File: config.mk
export PLATFORM = sky130hd
export DESIGN_NAME = eth_tx_framer
export DESIGN_NICKNAME = d
export VERILOG_FILES = /design/src/rtl/eth_tx_pkg.sv /design/src/rtl/eth_tx_crc32.sv /design/src/rtl/eth_tx_gap_timer.sv /design/src/rtl/eth_tx_word_lane.sv /design/src/rtl/eth_tx_framer.sv
export SDC_FILE = /design/constraint.sdc
export NUM_CORES = 1
export LEC_CHECK = 0
export BUFFER_PORTS_ARGS = -buffer_cell sky130_fd_sc_hd__buf_2
export CAP_MARGIN = 20
export CORE_MARGIN = 2
export CORE_UTILIZATION = 45
export CTS_CLUSTER_DIAMETER = 30
export DETAILED_ROUTE_END_ITERATION = 10
export SETUP_SLACK_MARGIN = 0.3
export SLEW_MARGIN = 20
export SYNTH_ARGS = -nofsm -noshare
export SYNTH_HDL_FRONTEND = slang
export SYNTH_SLANG_ARGS = --single-unit
File: constraint.sdc
create_clock -name clk -period 3.6 [get_ports clk]
set_input_delay 0.72 -clock clk [delete_from_list [all_inputs] [get_ports clk]]
set_output_delay 0.72 -clock clk [all_outputs]
set_load 0.05 [all_outputs]
File: src/rtl/eth_tx_pkg.sv
`timescale 1ns/1ps
package eth_tx_pkg;

   typedef enum logic [2:0] {
      ST_IDLE,
      ST_PRE,
      ST_DATA,
      ST_PAD,
      ST_FCS,
      ST_GAP
   } tx_state_e;

   localparam logic [7:0]  PRE_BYTE     = 8'h55;
   localparam logic [7:0]  SFD_BYTE     = 8'hD5;
   localparam logic [31:0] CRC_POLY_REF = 32'hEDB88320;

   // Advance a reflected CRC-32 by one byte, one input bit at a time.
   function automatic logic [31:0] crc_step(input logic [31:0] c, input logic [7:0] d);
      logic [31:0] r;
      r = c;
      for (int i = 0; i < 8; i++) begin
         if (r[0] ^ d[i]) r = (r >> 1) ^ CRC_POLY_REF;
         else             r = r >> 1;
      end
      return r;
   endfunction

endpackage

File: src/rtl/eth_tx_crc32.sv
`timescale 1ns/1ps
module eth_tx_crc32
   import eth_tx_pkg::*;
(
   input  logic        clk,
   input  logic        rst_n,
   input  logic        init,
   input  logic        en,
   input  logic [7:0]  din,
   output logic [31:0] crc
);

   always_ff @(posedge clk or negedge rst_n) begin
      if (!rst_n)    crc <= '1;
      else if (init) crc <= '1;
      else if (en)   crc <= crc_step(crc, din);
   end

endmodule

File: src/rtl/eth_tx_gap_timer.sv
`timescale 1ns/1ps
module eth_tx_gap_timer #(
   parameter int unsigned GAP_NIB = 24
) (
   input  logic clk,
   input  logic rst_n,
   input  logic run,
   output logic done
);

   localparam int unsigned CW = (GAP_NIB < 2) ? 1 : $clog2(GAP_NIB);

   if (GAP_NIB < 1) begin : g_bad_gap
      $error("GAP_NIB must be at least 1");
   end

   if (GAP_NIB == 1) begin : g_single
      assign done = run;
   end else begin : g_count
      logic [CW-1:0] cnt;
      always_ff @(posedge clk or negedge rst_n) begin
         if (!rst_n)    cnt <= '0;
         else if (!run) cnt <= '0;
         else if (!done) cnt <= cnt + 1'b1;
      end
      assign done = run && (cnt == CW'(GAP_NIB - 1));


      gap_restart_chk: assert property (@(posedge clk) disable iff (!rst_n)
         $rose(run) |-> cnt == '0);
   end

endmodule

File: src/rtl/eth_tx_word_lane.sv
`timescale 1ns/1ps
module eth_tx_word_lane #(
   parameter int unsigned LANES = 4
) (
   input  logic [8*LANES-1:0]         word,
   input  logic [$clog2(LANES)-1:0]   lane,
   input  logic [$clog2(LANES):0]     nbytes,
   output logic [7:0]                 byte_o,
   output logic                       at_end
);

   localparam int unsigned LW = $clog2(LANES);

   if (LANES < 2 || (1 << LW) != LANES) begin : g_bad_lanes
      $error("LANES must be a power of two, at least 2");
   end

   logic [7:0] lane_b [LANES];
   for (genvar g = 0; g < LANES; g++) begin : g_lane
      assign lane_b[g] = word[8*g +: 8];
   end

   assign byte_o = lane_b[lane];
   assign at_end = ({1'b0, lane} + 1'b1) == nbytes;

endmodule

File: src/rtl/eth_tx_framer.sv
`timescale 1ns/1ps
module eth_tx_framer
   import eth_tx_pkg::*;
#(
   parameter int unsigned PRE_BYTES = 7,
   parameter int unsigned MIN_FRAME = 64,
   parameter int unsigned GAP_NIB   = 24,
   parameter int unsigned LEN_W     = 12
) (
   input  logic        clk,
   input  logic        rst_n,
   input  logic        in_valid,
   output logic        in_ready,
   input  logic [31:0] in_data,
   input  logic        in_last,
   input  logic [2:0]  in_bytes,
   input  logic        in_nocrc,
   output logic [3:0]  txd,
   output logic        tx_en
);

   localparam int unsigned PAD_TO = MIN_FRAME - 4;
   localparam int unsigned IDX_W  = 3;
   localparam logic [IDX_W-1:0] SFD_IDX  = IDX_W'(PRE_BYTES);
   localparam logic [LEN_W-1:0] PAD_LAST = LEN_W'(PAD_TO - 1);
   localparam logic [LEN_W-1:0] PAD_MIN  = LEN_W'(PAD_TO);

   if (PRE_BYTES < 1 || PRE_BYTES > 7) begin : g_bad_pre
      $error("PRE_BYTES must lie in 1..7");
   end
   if (MIN_FRAME < 8 || PAD_TO >= (1 << LEN_W)) begin : g_bad_min
      $error("MIN_FRAME out of range for LEN_W");
   end

   tx_state_e        st;
   logic             phase;
   logic [IDX_W-1:0] idx;
   logic [1:0]       lane;
   logic [2:0]       nb;
   logic             wlast;
   logic [31:0]      wreg;
   logic [LEN_W-1:0] cnt;
   logic             nocrc_q;

   logic [7:0]  word_byte;
   logic        lane_end;
   logic [7:0]  cur_byte;
   logic [31:0] crc_q;
   logic        crc_en;
   logic        gap_done;
   logic        take;

   eth_tx_word_lane #(.LANES(4)) u_lane (
      .word   (wreg),
      .lane   (lane),
      .nbytes (nb),
      .byte_o (word_byte),
      .at_end (lane_end)
   );

   assign crc_en = phase && (st == ST_DATA || st == ST_PAD);

   eth_tx_crc32 u_crc (
      .clk   (clk),
      .rst_n (rst_n),
      .init  (st == ST_IDLE),
      .en    (crc_en),
      .din   (cur_byte),
      .crc   (crc_q)
   );

   eth_tx_gap_timer #(.GAP_NIB(GAP_NIB)) u_gap (
      .clk   (clk),
      .rst_n (rst_n),
      .run   (st == ST_GAP),
      .done  (gap_done)
   );

   always_comb begin
      case (st)
         ST_PRE:  cur_byte = (idx == SFD_IDX) ? SFD_BYTE : PRE_BYTE;
         ST_DATA: cur_byte = word_byte;
         ST_FCS:  cur_byte = ~crc_q[8*idx[1:0] +: 8];
         default: cur_byte = 8'h00;
      endcase
   end

   assign tx_en = (st == ST_PRE) || (st == ST_DATA) || (st == ST_PAD) || (st == ST_FCS);
   assign txd   = !tx_en ? 4'h0 : (phase ? cur_byte[7:4] : cur_byte[3:0]);

   assign take = phase && (((st == ST_PRE) && (idx == SFD_IDX)) ||
                           ((st == ST_DATA) && lane_end && !wlast));
   assign in_ready = take;

   always_ff @(posedge clk or negedge rst_n) begin
      if (!rst_n) begin
         st      <= ST_IDLE;
         phase   <= 1'b0;
         idx     <= '0;
         lane    <= '0;
         nb      <= 3'd4;
         wlast   <= 1'b0;
         wreg    <= '0;
         cnt     <= '0;
         nocrc_q <= 1'b0;
      end else begin
         if (tx_en) phase <= ~phase;
         if (take) begin
            wreg  <= in_data;
            nb    <= in_last ? in_bytes : 3'd4;
            wlast <= in_last;
            lane  <= '0;
         end
         case (st)
            ST_IDLE: if (in_valid) begin
               st      <= ST_PRE;
               phase   <= 1'b0;
               idx     <= '0;
               cnt     <= '0;
               nocrc_q <= in_nocrc;
            end
            ST_PRE: if (phase) begin
               if (idx == SFD_IDX) st <= ST_DATA;
               else                idx <= idx + 1'b1;
            end
            ST_DATA: if (phase) begin
               cnt <= cnt + 1'b1;
               if (!lane_end) begin
                  lane <= lane + 1'b1;
               end else if (wlast) begin
                  idx <= '0;
                  if (nocrc_q)              st <= ST_GAP;
                  else if (cnt < PAD_LAST)  st <= ST_PAD;
                  else                      st <= ST_FCS;
               end
            end
            ST_PAD: if (phase) begin
               cnt <= cnt + 1'b1;
               if (cnt >= PAD_LAST) st <= ST_FCS;
            end
            ST_FCS: if (phase) begin
               if (idx == IDX_W'(3)) st <= ST_GAP;
               else                  idx <= idx + 1'b1;
            end
            ST_GAP: if (gap_done) st <= ST_IDLE;
            default: st <= ST_IDLE;
         endcase
      end
   end


   sfd_before_data_chk: assert property (@(posedge clk) disable iff (!rst_n)
      (st == ST_DATA && $past(st) != ST_DATA) |-> ($past(st) == ST_PRE && $past(idx) == SFD_IDX));


   take_on_boundary_chk: assert property (@(posedge clk) disable iff (!rst_n)
      in_ready |-> (phase && tx_en));


   pad_floor_chk: assert property (@(posedge clk) disable iff (!rst_n)
      (st == ST_FCS && $past(st) != ST_FCS) |-> cnt >= PAD_MIN);


   nocrc_no_tail_chk: assert property (@(posedge clk) disable iff (!rst_n)
      nocrc_q |-> (st != ST_PAD && st != ST_FCS));


   nocrc_hold_chk: assert property (@(posedge clk) disable iff (!rst_n)
      (st != ST_IDLE && $past(st) != ST_IDLE) |-> $stable(nocrc_q));


   gap_follows_frame_chk: assert property (@(posedge clk) disable iff (!rst_n)
      $fell(tx_en) |-> st == ST_GAP);

endmodule

==> results.cfg <==
[timing]
fin_crit_sh_pct = 88.7
finalHoldViolCount = 0
finClkSkew_ns = 0.00679
timing.final.ws_setup_ns = 0.408
fmax_ghz = 0.313
setup_viol_count_final = 0
slew_violations = 0
max_slew_margin_pct = 35.7
worst_pin_slew_ns = 0.959
fin_crit_ns = 3.19
rsz0062_at_grt = yes
fin_tns_setup_ns = 0

[place]
pre_cts_slack_ns = 0.483
gp_congestion = 0.805
place_hpwl_um = 8740
placed_area_um2 = 6020
place_inst = 687
numPortBuffers = 45

[worst_setup_path]
crit_chain = ha_1, xor2_1, nor3_1, nand3b_1, a211oi_4, buf_2
crit_type = reg2out
cpPeakStageDelay_ns = 0.50
path_max_fanout = 9
crit_arrival_ns = 2.47
cp.required_ns = 2.88
reg2reg_slack_ns = 0.59
crit_path_top_delay_cell = dfrtp_2
crit_path_start_kind = register
worstSetupEndpointType = output port

[routing]
drcViolationCount = 0
final_antenna_net_count = 0
post_drt_wl_per_cell_um = 17.3
viasPerCell = 5.43
dr.pass1.iters = 4
num_vias = 3817
routed_wl_um = 12200
drtIter0Drc = 191

[clocking]
cts_tree = built
cts_buffer_depth = 2
clk_pin_slew_worst_paths_ns = 0.07
clock-sinks = 95
cts_root_buf = clkbuf_16
cts_buffers = 9
cts_hold_buffers = 0
clkLatencyLatePin_ns = 0.34
h-tree-depth = 3

[logic_synthesis]
yosysUniqueCellTypes = 57
syn_area_per_cell_um2 = 11.5
syn-cell-area_um2 = 5610
synth_edf_count = 0
syn_nets = 535
synth_compound_area_share_pct = 9.88
yosys.area.top_type = dfrtp_1
ys_ff_latch = 95
synth_flop_cell = dfrtp_1
synth.area.top_cells = dfrtp_1 (28%), dfstp_2 (15%), mux2_2 (7.4%)
yosysTopAreaCellShare_pct = 27.7
synth_fa_ha_area_share_pct = 1.34
synth_warnings = 0
seq_area_frac_synth_pct = 43.1
synth-simple-area-share_pct = 10.3
syn-instance-count = 489
synth_mux_area_share_pct = 15.0
synth_top_family_by_area = XOR/XNOR gates
async_reset_ff_share_pct = 100
synth_xor_area_share_pct = 17.3

[global_routing]
grt_pass1_vias = 3932
antenna_found_initial = 0
grt_use_total_pct = 19.8
grt_pass1_wl_um = 20500
grt_max_degree = 87
overflow = 0

[power_and_ir_drop]
ir_drop_mv = 0.763
power_mw = 6.08
powerDensity_nw_per_um2 = 960
cellLeakagePower_nw = 2.71

[final_layout]
diodes = 0
nets = 576
drive_gt1_share_pct = 35.1
fin_area_um2 = 6330
area_delta_synth_final_pct = 12.8
final_cells = 703
layout_commonest_cell = dfrtp_1
layout_common_cells = dfrtp_1 (60), xnor2_1 (47), nor2_1 (46)

[run_status]
outcome = finished, final reports clean

[floorplanning]
rows = 40
die_y_um = 116
start_util_pct = 46.3
core-area_um2 = 12100
dieArea_um2 = 13400
ios = 46
die_width_um = 116

[hold_path]
hold_path.class = in2async

[flow_run]
drv_cap = 0
repair_timing:
item                       CTS  global route
cloned                       0             0
setup endpoints to repair    2             5
gates resized for setup      1             2
setup buffers                0             0
cell usage after synthesis, types with 3 or more instances:
library cell	instances
buf_6	3
o22a_1	9
dfstp_2	33
xnor2_2	9
ha_1	6
and2_1	4
mux2_2	37
mux4_2	15
a21oi_1	29
nand2_1	27
nand3_1	8
nor2b_1	4
xor2_2	3
nand2b_1	5
dfrtp_1	62
mux2i_1	6
xnor2_4	6
inv_1	12
nor3_1	7
nor3b_1	3
o211ai_1	3
nor2_1	46
xnor2_1	47
clkbuf_1	21
and3_1	4
xor2_1	20
a31oi_1	3
o21ai_0	15
kinds of logic (layout without fill, tap and decap cells):
group,after synthesis,in the layout
xor+xnor,86,86
flops,95,95
buf+inv,40,86
simple gates,122,122
mux,59,59
fa+ha+maj,6,6
compound gates,81,81
per-stage QoR:
step	utilization, %	hold WS [ns]
global route	52.3	0.509
global placement	49.7	0.488
detailed placement	49.7	0.492
CTS	52.2	0.508
floorplan	-	0.424
finish	52.3	0.438
registers in the layout (all words and copies together) (netlist names):
| signal | flops |
|---|---|
| phase | 1 |
| cnt | 12 |
| wlast | 1 |
| idx | 3 |
| nocrc_q | 1 |
| wreg | 32 |
| nb | 3 |
| st | 3 |
| u_gap.g_count.cnt | 5 |
| lane | 2 |
| u_crc.crc | 32 |
power breakdown:
part           internal (mW)  total [mW]  switching, mW  leakage (nW)
Combinational           1.64        3.49           1.85          1.39
Clock                  0.541       0.961          0.420         0.131
Sequential              1.34        1.62          0.286          1.18
Total                   3.52        6.08           2.56          2.71
critical path: cells and delay by family, from the launching register on:
| kind | cells | cell delay (ns) |
|---|---|---|
| AO/OA/AOI/OAI | 1 | 0.30 |
| XOR/XNOR | 1 | 0.15 |
| AND/OR/NAND/NOR | 2 | 0.53 |
| flip-flops | 1 | 0.50 |
| buffers and inverters | 1 | 0.31 |
| adder cells (fa/ha/maj) | 1 | 0.36 |
cell type report:
class | count | area, µm²
Clock inverter | 6 | 68.8
Sequential cell | 95 | 2420
Fill cell | 1091 | 5780
Clock buffer | 10 | 229
Timing Repair Buffer | 57 | 322
Inverter | 13 | 48.8
Multi-Input combinational cell | 354 | 3030
Tap cell | 168 | 210
routing by layer:
layer,up-vias,part of all wire (%),track usage [%]
met5,-,0,0
met4,0,1.8,6.51
met3,17,3.0,3.45
met2,60,49,32.0
met1,1942,46,27.3
li1,1798,-,-
worst paths after layout:
path | cells after the start | to | start
max | 6 | in_ready | lane[0]$_DFF_PN0_
min | 1 | wreg[7]$_DFFE_PN0P_ | rst_n
max reg2reg | 8 | u_crc.crc[23]$_DFFE_PN1P_ | lane[0]$_DFF_PN0_
min reg2reg | 1 | wreg[7]$_DFFE_PN0P_ | wreg[7]$_DFFE_PN0P_
max in group asynchronous | 2 | u_crc.crc[29]$_DFFE_PN1P_ | rst_n
min in group clk | 1 | wreg[7]$_DFFE_PN0P_ | wreg[7]$_DFFE_PN0P_
(Power assumes the default switching activity.)
